File: src/rtl/pm_pkg.sv
package pm_pkg;
  // flat lane index shared by events, weights, watermarks and vector bits
  function automatic int unsigned lane_idx(int unsigned core, int unsigned ev,
                                           int unsigned per_core);
    return core * per_core + ev;
  endfunction
endpackage

File: src/rtl/pm_pulse_cnt.sv
module pm_pulse_cnt #(
  parameter int LEN_W = 8
) (
  input  logic             clk_i,
  input  logic             rst_ni,
  input  logic             en_i,
  input  logic             ev_i,
  output logic [LEN_W-1:0] len_o
);
  localparam logic [LEN_W-1:0] LenMax = {LEN_W{1'b1}};

  logic [LEN_W-1:0] len_q;

  always_ff @(posedge clk_i or negedge rst_ni) begin
    if (!rst_ni)                 len_q <= '0;
    else if (!en_i || !ev_i)     len_q <= '0;
    else if (len_q != LenMax)    len_q <= len_q + 1'b1;
  end

  assign len_o = len_q;
endmodule

File: src/rtl/pm_watermark.sv
module pm_watermark #(
  parameter int LEN_W = 8
) (
  input  logic             clk_i,
  input  logic             rst_ni,
  input  logic             en_i,
  input  logic [LEN_W-1:0] len_i,
  output logic [LEN_W-1:0] wm_o
);
  logic [LEN_W-1:0] wm_q;

  always_ff @(posedge clk_i or negedge rst_ni) begin
    if (!rst_ni)                     wm_q <= '0;
    else if (en_i && (len_i > wm_q)) wm_q <= len_i;
  end

  assign wm_o = wm_q;
endmodule

File: src/rtl/pm_irq_collect.sv
module pm_irq_collect #(
  parameter int N_EV = 8
) (
  input  logic            clk_i,
  input  logic            rst_ni,
  input  logic            en_i,
  input  logic [N_EV-1:0] hit_i,
  output logic [N_EV-1:0] vec_o,
  output logic            irq_o
);
  logic [N_EV-1:0] vec_q;
  logic            irq_q;

  always_ff @(posedge clk_i or negedge rst_ni) begin
    if (!rst_ni) begin
      vec_q <= '0;
      irq_q <= 1'b0;
    end else if (!en_i) begin
      vec_q <= '0;
      irq_q <= 1'b0;
    end else begin
      vec_q <= vec_q | hit_i;
      irq_q <= irq_q | (|hit_i);
    end
  end

  assign vec_o = vec_q;
  assign irq_o = irq_q;
endmodule

File: src/rtl/pulse_mon.sv
module pulse_mon #(
  parameter int N_CORES     = 2,
  parameter int EV_PER_CORE = 4,
  parameter int LEN_W       = 8,
  localparam int N_EV       = N_CORES * EV_PER_CORE
) (
  input  logic                  clk_i,
  input  logic                  rst_ni,
  input  logic                  en_i,
  input  logic [N_EV-1:0]       events_i,
  input  logic [N_EV*LEN_W-1:0] weights_i,
  output logic [N_EV*LEN_W-1:0] watermark_o,
  output logic [N_EV-1:0]       irq_vec_o,
  output logic                  irq_o
);
  import pm_pkg::*;

  logic [N_EV*LEN_W-1:0] len_q;
  logic [N_EV-1:0]       hit;

  for (genvar c = 0; c < N_CORES; c++) begin : g_core
    for (genvar e = 0; e < EV_PER_CORE; e++) begin : g_ev
      localparam int unsigned K = lane_idx(c, e, EV_PER_CORE);

      pm_pulse_cnt #(.LEN_W(LEN_W)) u_cnt (
        .clk_i  (clk_i),
        .rst_ni (rst_ni),
        .en_i   (en_i),
        .ev_i   (events_i[K]),
        .len_o  (len_q[K*LEN_W +: LEN_W])
      );

      pm_watermark #(.LEN_W(LEN_W)) u_wm (
        .clk_i  (clk_i),
        .rst_ni (rst_ni),
        .en_i   (en_i),
        .len_i  (len_q[K*LEN_W +: LEN_W]),
        .wm_o   (watermark_o[K*LEN_W +: LEN_W])
      );

      // greater-or-equal so a weight at saturation still fires
      assign hit[K] = len_q[K*LEN_W +: LEN_W] >= weights_i[K*LEN_W +: LEN_W];
    end
  end

  pm_irq_collect #(.N_EV(N_EV)) u_irq (
    .clk_i  (clk_i),
    .rst_ni (rst_ni),
    .en_i   (en_i),
    .hit_i  (hit),
    .vec_o  (irq_vec_o),
    .irq_o  (irq_o)
  );
endmodule

File: config.mk
export PLATFORM = sky130hd
export DESIGN_NAME = pulse_mon
export DESIGN_NICKNAME = d
export VERILOG_FILES = /design/src/rtl/pm_pkg.sv /design/src/rtl/pm_pulse_cnt.sv /design/src/rtl/pm_watermark.sv /design/src/rtl/pm_irq_collect.sv /design/src/rtl/pulse_mon.sv
export SDC_FILE = /design/constraint.sdc
export NUM_CORES = 1
export LEC_CHECK = 0
export BUFFER_PORTS_ARGS = -buffer_cell sky130_fd_sc_hd__buf_2
export CAP_MARGIN = 25
export CORE_MARGIN = 5
export CORE_UTILIZATION = 52
export CTS_CLUSTER_DIAMETER = 100
export CTS_CLUSTER_SIZE = 28
export DETAILED_ROUTE_END_ITERATION = 10
export MAX_ROUTING_LAYER = met4
export PLACE_DENSITY_LB_ADDON = 0.05
export SLEW_MARGIN = 20
export SYNTH_ARGS = -nofsm -noshare
export SYNTH_HDL_FRONTEND = slang
export SYNTH_SLANG_ARGS = --single-unit
File: constraint.sdc
create_clock -name clk_i -period 2.31 [get_ports clk_i]
set_input_delay 0 -clock clk_i [delete_from_list [all_inputs] [get_ports clk_i]]
set_output_delay 0 -clock clk_i [all_outputs]
set_load 0.005 [all_outputs]
==> results of run 1 <==
==> timing repair <==
item | in CTS | in global routing
hold buffers | 6 | 0
setup endpoints to repair | 1 | 2
resized for setup | 4 | 7
pin swaps | 2 | 3
endpoints found under the hold margin | 146 | 0
==> routing by layer <==
layer	part of all wire [%]	vias to the layer above	track usage, %
li1	-	3632	-
met1	46	3327	27.2
met2	48	150	34.9
met3	4.3	21	4.12
met4	1.4	0	5.56
met5	0	-	-
==> cells in the mapped netlist, drive strengths merged (5+ instances only) <==
master and count:
a31oi 7, dfrtp 137, nand3 39, a21boi 5
o221ai 8, or3 6, a21oi 36, nor3 10
xnor2 6, nand4 33, ha 136, nor2 78
a211oi 11, nand2 33, mux2i 14, o21ai 51
nor2b 17, and3 17, mux2 57, o21a 14
nand2b 15, inv 142, xor2 12, a2111oi 5
==> cells by family after synthesis <==
kind of cell | synth area share, %
fa+ha+maj | 19.3
mux | 8.85
xor+xnor | 1.78
compound gates | 10.5
simple gates | 14.5
buf+inv | 6.26
flops | 38.8
==> power by group through the flow <==
stage / logic, mW / clock network [mW] / registers, mW
after floorplan: 0.884 / 0 / 2.66
after global placement: 1.44 / 0 / 2.66
after detailed placement: 1.46 / 0 / 2.66
after CTS: 1.49 / 3.24 / 2.62
after global routing: 1.65 / 3.36 / 2.64
final: 1.48 / 3.19 / 2.62
==> state kept, by name (all words and copies together), names as in the netlist <==
signal                   cells
u_irq.vec_o                  8
g_core.g_ev.u_wm.wm_o       64
g_core.g_ev.u_cnt.len_o     64
u_irq.irq_o                  1
==> critical path, cell delays in order, from the launching register on <==
cell and delay, ns:
dfrtp_1 0.39, inv_1 0.11, ha_1 0.23, nand2b_1 0.14
a31oi_1 0.18, nor3_1 0.07, or3_1 0.40, or3_1 0.36
o31a_1 0.30
==> final timing paths <==
path / to / slack [ns]
worst max register to register: u_irq.irq_o$_DFF_PN0_ / 0.008
min in group asynchronous: g_core[1].g_ev[2].u_wm.wm_o[3]$_DFFE_PN0P_ / 0.07
max in group asynchronous: g_core[0].g_ev[2].u_cnt.len_o[1]$_DFFE_PN0P_ / 1.54
worst min-delay path: g_core[1].g_ev[2].u_cnt.len_o[7]$_DFFE_PN0P_ / 0.02
worst min register to register: u_irq.vec_o[2]$_DFF_PN0_ / 0.48
worst max-delay path: u_irq.irq_o$_DFF_PN0_ / 0.008
==> layout make-up <==
class / instances / area (sq um)
Fill cell: 1339 / 5560
Multi-Input combinational cell: 626 / 4910
Sequential cell: 137 / 3430
Timing Repair Buffer: 210 / 1240
Inverter: 142 / 533
Clock buffer: 18 / 439
Tap cell: 220 / 275
Clock inverter: 12 / 248
==> stage by stage <==
step	worst slack, ns	hold slack [ns]
floorplan	0.0984	-0.296
finish	0.00776	0.0167
global route	-0.0535	0.0217
global placement	-0.0651	-0.0498
detailed placement	-0.0676	-0.0475
CTS	0.0110	0.0118
==> impl_metrics.yaml, run 1 <==
outcome:
  status: "finished clean"
final_layout:
  layout-area-overhead-vs-synth_pct: 25.4
  finalNonFillerCells: 1365
  layout-drive-gt1-share_pct: 26.8
  stdcell_area_sq_mm: 0.0111
  final_core_util_pct: 66.6
  n_antenna_cell: 0
  nets: 1345
  layout_commonest_cell: "buf_2"
  final_cell_mix: "buf_2 (146), inv_1 (141), dfrtp_1 (135)"
logic_synthesis:
  synth_edf_count: 0
  synth_warnings: 0
  synth-seq-cells: 137
  syn_area_per_cell_sq_um: 9.71
  synth_top_area_share_pct: 38.8
  synth_area_leaders: "dfrtp_1 (39%), ha_1 (19%), mux2_2 (7.3%), inv_1 (6.0%), nor2_1 (3.3%)"
  synth_cell_types: 38
  ys.flop_type: "dfrtp_1"
  syn_nets: 1121
  async_reset_ff_share_pct: 100
  netlist_area_sq_mm: 0.00883
  yosysSeqAreaShare_pct: 38.8
  yosys.area.top_type: "dfrtp_1"
  syn_inst: 910
critical_path:
  reg2reg_depth: 8
  endpoint_kind: "flop"
  worstReg2RegStart: "g_core[0].g_ev[2].u_cnt.len_o[0]$_DFFE_PN0P_"
  worst_setup_path_start_kind: "flop"
  crit_fanout: 4
  arrival_ns: 2.60
  timing.critical_path.from: "g_core[0].g_ev[2].u_cnt.len_o[0]$_DFFE_PN0P_"
  required_ns: 2.61
  crit_type: "flop to flop"
grt:
  antenna_found_initial: 0
  grt_pass1_vias: 6960
  grt_overflow_total: 0
  grt_max_degree: 47
  gr-usage-all-layers_pct: 21.3
  grt_pass1_wl_um: 33500
floorplanning:
  dieArea_sq_mm: 0.0197
  num_rows: 47
  dieHeight_um: 140
  io_pins: 148
  fp.dieW_um: 140
  start_util_pct: 53.1
  core_sq_mm: 0.0166
detailed_routing:
  ant_nets: 0
  firstDrtPassIters: 5
  drt-initial-drc-count: 279
  dr_total_vias: 7130
  finalWirelength_um: 20200
  drcViolationCount: 0
  routedWlPerCell_um: 14.8
  vias_per_cell: 5.22
clock_network:
  cts_tree: "built"
  cts_made_buffers: 17
  cts_num_sinks: 137
  cts_setup_buffers: 0
  clkLatencyLatePin_ns: 0.42
  htree_levels: 4
  root_buffer: "clkbuf_16"
  clock_path_buffers: 2
  clkTransAtPathRegs_ns: 0.06
sta:
  tns_ns: 0
  fmax_mhz: 434
  hold_viol_final: 0
  slew_headroom_pct: 71.7
  min_period_over_period_pct: 99.7
  rsz0062_at_grt: "yes"
  clock_skew_ns: 0.00742
  setup_violations: 0
  worst_pin_slew_ns: 0.413
  layout_min_cycle_time_ns: 2.30
  slew_violations: 0
place:
  placedCellCount: 1329
  portBuffers: 147
  dpl_cell_area_sq_mm: 0.0103
  hpwl_um: 15600
  gp_congestion: 0.845
min_path:
  min-delay-start: "events_i[6]"
  hp-class: "input port to flop"
  holdPathStages: 3
power:
  p_leak_nw: 5.87
  comb_power_share_pct: 20.3
  vdd_drop_max_uv: 557
  clockPowerShare_pct: 43.7
  switching_power_mw: 1.83
  seqPwrFrac_pct: 35.9
  p_total_mw: 7.29
  p_sw_share_pct: 25.1
  powerDensity_mw_per_mm2: 658
  intPower_mw: 5.45
job:
  cap_viol_max_count: 0
Power figures use the tool's default switching activity.
==> run 2: changes to the inputs <==
--- a/config.mk
+++ b/config.mk
@@ -5,7 +5,7 @@
 export SDC_FILE = /design/constraint.sdc
 export NUM_CORES = 1
 export LEC_CHECK = 0
-export BUFFER_PORTS_ARGS = -buffer_cell sky130_fd_sc_hd__buf_2
+export BUFFER_PORTS_ARGS = -buffer_cell sky130_fd_sc_hd__buf_4
 export CAP_MARGIN = 25
 export CORE_MARGIN = 5
 export CORE_UTILIZATION = 52
==> run 2 against run 1 <==
Clock-buffer cell count is 2 higher. Sequential share of layout area fell by 0.77 points. Clock skew up 0.0044 ns. Via count down 0.48%. Maximum frequency increased by 1.9%. Global-route usage about the same. Critical path depth fell by 1. Final cell count about the same.
==> impl_metrics.yaml, run 2 (synthesized netlist as in run 1, its figures left out) <==
critical_path:
  required_ns: 2.61
  crit_buf_inv: 0
  worst_setup_path_start_kind: "flop"
  slowest_stage: "dfrtp_1"
  critical-path-max-stage-delay_ns: 0.41
  endpoint_kind: "flop"
  path_cells: "ha_4, a211o_1, a31oi_1, nor3_1, or3_4, or3_1, o31a_1"
  crit_type: "flop to flop"
  crit_family: "simple AND/OR/NAND/NOR gates"
  arrival_ns: 2.56
  crit_fanout: 2
power:
  p_sw_share_pct: 26.2
  clockPowerShare_pct: 40.3
  comb_power_share_pct: 22.3
  switching_power_mw: 1.84
  vdd_drop_max_uv: 503
  seqPwrFrac_pct: 37.4
  intPower_mw: 5.17
  p_leak_nw: 5.89
  powerDensity_mw_per_mm2: 617
floorplanning:
  dieHeight_um: 140
  core_sq_mm: 0.0166
  fp.dieW_um: 140
  start_util_pct: 53.1
  io_pins: 148
  num_rows: 47
  dieArea_sq_mm: 0.0197
clock_network:
  cts_num_sinks: 137
  htree_levels: 4
  clock_path_buffers: 2
  cts_made_buffers: 17
  cts_tree: "built"
  root_buffer: "clkbuf_16"
  clkLatencyLatePin_ns: 0.42
  clkTransAtPathRegs_ns: 0.06
detailed_routing:
  drcViolationCount: 0
  vias_per_cell: 5.20
  finalWirelength_um: 19800
  routedWlPerCell_um: 14.5
  dr_total_vias: 7096
  drt-initial-drc-count: 228
  ant_nets: 0
  firstDrtPassIters: 4
sta:
  tns_ns: 0
  hold_viol_final: 0
  rsz0062_at_grt: "yes"
  min_period_over_period_pct: 97.8
  layout_min_cycle_time_ns: 2.26
  slew_headroom_pct: 70.7
  worst_hold_slack_ns: 0.0144
  clock_skew_ns: 0.0118
  worst_pin_slew_ns: 0.436
  slew_violations: 0
  fmax_mhz: 443
  setup_violations: 0
grt:
  grt_pass1_vias: 7015
  grt_busiest_layer: "met2"
  gr-usage-all-layers_pct: 21.3
  met3_usage_pct: 4.36
  grt_overflow_total: 0
  grt_pass1_wl_um: 33700
  antenna_found_initial: 0
  met2_usage_pct: 34.4
  grt_max_degree: 59
  met1_usage_pct: 27.3
final_layout:
  n_antenna_cell: 0
  fillCellCount: 1335
  final_core_util_pct: 68.2
  nets: 1343
  layout_commonest_cell: "buf_4"
  layout-drive-gt1-share_pct: 26.8
  final_cell_mix: "buf_4 (201), inv_1 (141), dfrtp_1 (136)"
  layout-area-overhead-vs-synth_pct: 28.6
  stdcell_area_sq_mm: 0.0114
min_path:
  hp-class: "input port to flop"
place:
  gp_congestion: 0.860
  dpl_cell_area_sq_mm: 0.0106
  hpwl_um: 15400
  portBuffers: 147
job:
  cap_viol_max_count: 0
outcome:
  status: "finished clean"
==> run 2: cell count changes in the layout (fill, tap and decap cells not counted), moves of 2 or more <==
cell,previous run,this run
clkbuf_8,1,3
clkinv_2,1,3
bufinv_16,7,3
buf_2,146,0
buf_4,56,201
==> run 2: power by group through the flow <==
stage	combinational, mW	sequential [mW]	clock, mW
6_report	1.56	2.62	2.82
5_1_grt	1.74	2.64	2.99
4_1_cts	1.58	2.63	2.88
3_5_place_dp	1.55	2.67	0
3_3_place_gp	1.53	2.66	0
2_1_floorplan	0.884	2.66	0
==> run 2: metal layers <==
metal | routed length, um | part of all wire (%)
met5 | 0 | 0
met2 | 9570 | 48
met3 | 799 | 4.0
met1 | 9090 | 46
met4 | 342 | 1.7
==> run 2: tightest hold or removal path, cell delays in order <==
cell	delay [ns]
buf_4	0.09
nand2_1	0.16
nor2_1	0.14
==> run 2: final timing paths <==
kind	start	endpoint	slack, ns	depth (start not counted)
max in group asynchronous	rst_ni	g_core[1].g_ev[1].u_wm.wm_o[2]$_DFFE_PN0P_	1.51	3
worst min-delay path	events_i[5]	g_core[1].g_ev[1].u_cnt.len_o[1]$_DFFE_PN0P_	0.01	3
worst max-delay path	g_core[0].g_ev[1].u_cnt.len_o[2]$_DFFE_PN0P_	u_irq.irq_o$_DFF_PN0_	0.05	7
worst min register to register	u_irq.vec_o[2]$_DFF_PN0_	u_irq.vec_o[2]$_DFF_PN0_	0.49	1
min in group asynchronous	rst_ni	g_core[1].g_ev[2].u_wm.wm_o[2]$_DFFE_PN0P_	0.07	2
worst max register to register	g_core[0].g_ev[1].u_cnt.len_o[2]$_DFFE_PN0P_	u_irq.irq_o$_DFF_PN0_	0.05	7
==> run 2: layout make-up <==
class	instances	area [sq um]	share of cell area [%]
multi-input combinational	626	4910	43.3
tap	220	275	2.42
clock buffer	20	467	4.11
sequential	137	3430	30.2
clock inverter	11	146	1.29
timing repair buffer	208	1590	14.0
inverter	142	533	4.69
==> run 2: repair_timing <==
| item | CTS | global route |
|---|---|---|
| endpoints found under the setup margin | 1 | 1 |
| endpoints found under the hold margin | 135 | 0 |
| resized for setup | 3 | 8 |
| hold buffers | 5 | 0 |
| cloned | 0 | 0 |
| buffers inserted | 0 | 1 |
| pin swaps | 2 | 6 |
==> run 2: through the flow <==
stage               std cells  power [mW]  setup slack, ns
floorplan                 910        3.54           0.0984
global placement         1327        4.19          -0.0666
detailed placement       1327        4.22          -0.0689
CTS                      1363        7.08           0.0150
global route             1364        7.37          -0.0769
finish                   1364        7.01           0.0512
==> run 3: changes to the inputs <==
--- a/config.mk
+++ b/config.mk
@@ -12,6 +12,7 @@
 export CTS_CLUSTER_DIAMETER = 100
 export CTS_CLUSTER_SIZE = 28
 export DETAILED_ROUTE_END_ITERATION = 10
+export HOLD_SLACK_MARGIN = 0.12
 export MAX_ROUTING_LAYER = met4
 export PLACE_DENSITY_LB_ADDON = 0.05
 export SLEW_MARGIN = 20
==> run 3 against run 2 <==
Combinational power barely moved. Clock-buffer cell count stayed put. Design area is 0.68% higher. Final cell count rose by 0.44%. First-iteration DRC count grew 3.1%. Register-to-register slack is essentially flat. Flip-flop and latch count stayed put. Maximum frequency fell by 0.25%. Non-clock buffer count rose by 6. Total power grew 0.25%. Wire length increased by 1.7%. Critical path type unchanged. Critical endpoint unchanged. Highest routed layer unchanged.
==> impl_metrics.yaml, run 3 (synthesized netlist as in run 1, its figures left out) <==
floorplanning:
  io_pins: 148
  dieArea_sq_mm: 0.0197
  num_rows: 47
  core_sq_mm: 0.0166
  dieHeight_um: 140
  start_util_pct: 53.1
  fp.dieW_um: 140
critical_path:
  worst_setup_path_start_kind: "flop"
  crit_fanout: 2
  endpoint_kind: "flop"
  crit_buf_inv: 0
  arrival_ns: 2.57
  path_cells: "ha_4, a211o_1, a31oi_1, nor3_1, or3_4, or3_1, o31a_1"
  crit_type: "flop to flop"
  crit_family: "simple AND/OR/NAND/NOR gates"
  required_ns: 2.61
  reg2reg_depth: 7
  slowest_stage: "dfrtp_1"
  cp.depth: 7
  critical-path-max-stage-delay_ns: 0.41
clock_network:
  root_buffer: "clkbuf_16"
  clock_path_buffers: 2
  cts_tree: "built"
  clkLatencyLatePin_ns: 0.42
  clkTransAtPathRegs_ns: 0.06
  cts_made_buffers: 17
  cts_num_sinks: 137
  htree_levels: 4
grt:
  antenna_found_initial: 0
  gr-usage-all-layers_pct: 21.6
  grt_max_degree: 59
  grt_pass1_wl_um: 34100
  grt_overflow_total: 0
  grt_pass1_vias: 7053
power:
  p_leak_nw: 5.92
  p_total_mw: 7.03
  vdd_drop_max_uv: 503
  powerDensity_mw_per_mm2: 615
sta:
  worst_hold_slack_ns: 0.160
  rsz0062_at_grt: "yes"
  slew_headroom_pct: 70.6
  clock_skew_ns: 0.0110
  setup_violations: 0
  slew_violations: 0
  fmax_mhz: 442
  min_period_over_period_pct: 98.0
  worst_pin_slew_ns: 0.437
  layout_min_cycle_time_ns: 2.26
  hold_viol_final: 0
outcome:
  status: "finished clean"
detailed_routing:
  firstDrtPassIters: 4
  drt-initial-drc-count: 235
  dr_total_vias: 7126
  vias_per_cell: 5.20
  drcViolationCount: 0
  routedWlPerCell_um: 14.7
  ant_nets: 0
  finalWirelength_um: 20100
place:
  portBuffers: 147
  hpwl_um: 15400
  dpl_cell_area_sq_mm: 0.0106
  gp_congestion: 0.860
final_layout:
  final_cell_mix: "buf_4 (201), inv_1 (141), dfrtp_1 (136)"
  n_antenna_cell: 0
  layout_commonest_cell: "buf_4"
  stdcell_area_sq_mm: 0.0114
  nets: 1349
  layout-drive-gt1-share_pct: 26.8
  layout-area-overhead-vs-synth_pct: 29.4
  fillCellCount: 1328
min_path:
  holdPathStages: 5
  hp-class: "input port to flop"
job:
  cap_viol_max_count: 0
==> run 3: cell types whose count changed in the layout (fill, tap and decap cells not counted), sizes merged <==
cell | previous run | this run
buf | 203 | 204
dlygate4sd3 | 5 | 10
==> run 3: through the flow <==
stage	utilization, %	setup TNS [ns]	setup WS (ns)	cells
2_1_floorplan	-	0	0.0984	910
6_report	68.7	0	0.0457	1370
3_5_place_dp	63.8	-0.0689	-0.0689	1327
3_3_place_gp	63.8	-0.0666	-0.0666	1327
4_1_cts	68.3	0	0.0150	1369
5_1_grt	68.7	-0.0769	-0.0769	1370
==> run 3: what timing repair did <==
| item | 4_1_cts | 5_1_grt |
|---|---|---|
| buffers inserted | 0 | 1 |
| hold buffers | 11 | 0 |
| endpoints found under the setup margin | 1 | 1 |
| pin swaps | 2 | 6 |
| hold endpoints to repair | 199 | 0 |
| gates resized for setup | 3 | 8 |
==> run 3: cell type report <==
type                       count  area, sq um  area share, %
timing repair buffer         214         1670           14.6
clock buffer                  20          467           4.08
tap                          220          275           2.41
multi-input combinational    626         4910           43.0
clock inverter                11          146           1.28
sequential                   137         3430           30.0
inverter                     142          533           4.66
==> run 3: final timing paths <==
kind | startpoint | endpoint | slack (ns)
min in group asynchronous | rst_ni | g_core[1].g_ev[2].u_wm.wm_o[1]$_DFFE_PN0P_ | 0.17
hold / removal | weights_i[23] | u_irq.vec_o[2]$_DFF_PN0_ | 0.16
setup reg to reg | g_core[0].g_ev[1].u_cnt.len_o[2]$_DFFE_PN0P_ | u_irq.irq_o$_DFF_PN0_ | 0.05
hold reg to reg | u_irq.vec_o[2]$_DFF_PN0_ | u_irq.vec_o[2]$_DFF_PN0_ | 0.49
setup / recovery | g_core[0].g_ev[1].u_cnt.len_o[2]$_DFFE_PN0P_ | u_irq.irq_o$_DFF_PN0_ | 0.05
max in group asynchronous | rst_ni | g_core[0].g_ev[1].u_cnt.len_o[4]$_DFFE_PN0P_ | 1.77
==> run 3: power by group <==
part / internal, mW / switching [mW] / leakage, nW
registers: 2.52 / 0.102 / 1.90
logic: 0.883 / 0.695 / 3.73
clock network: 1.78 / 1.05 / 0.298
total: 5.18 / 1.84 / 5.92
==> run 3: worst register-to-register path, stage by stage, from the launching register on <==
cell and delay [ns]:
dfrtp_1 0.41, ha_4 0.22, a211o_1 0.28, a31oi_1 0.16, nor3_1 0.06, or3_4 0.38
or3_1 0.35, o31a_1 0.30
==> run 3: layer usage <==
metal	GRT usage (%)	up-vias	share of wire [%]
li1	-	3647	-
met1	27.7	3308	45
met3	4.57	26	4.9
met4	6.78	0	2.1
met2	34.6	145	48
met5	-	-	0
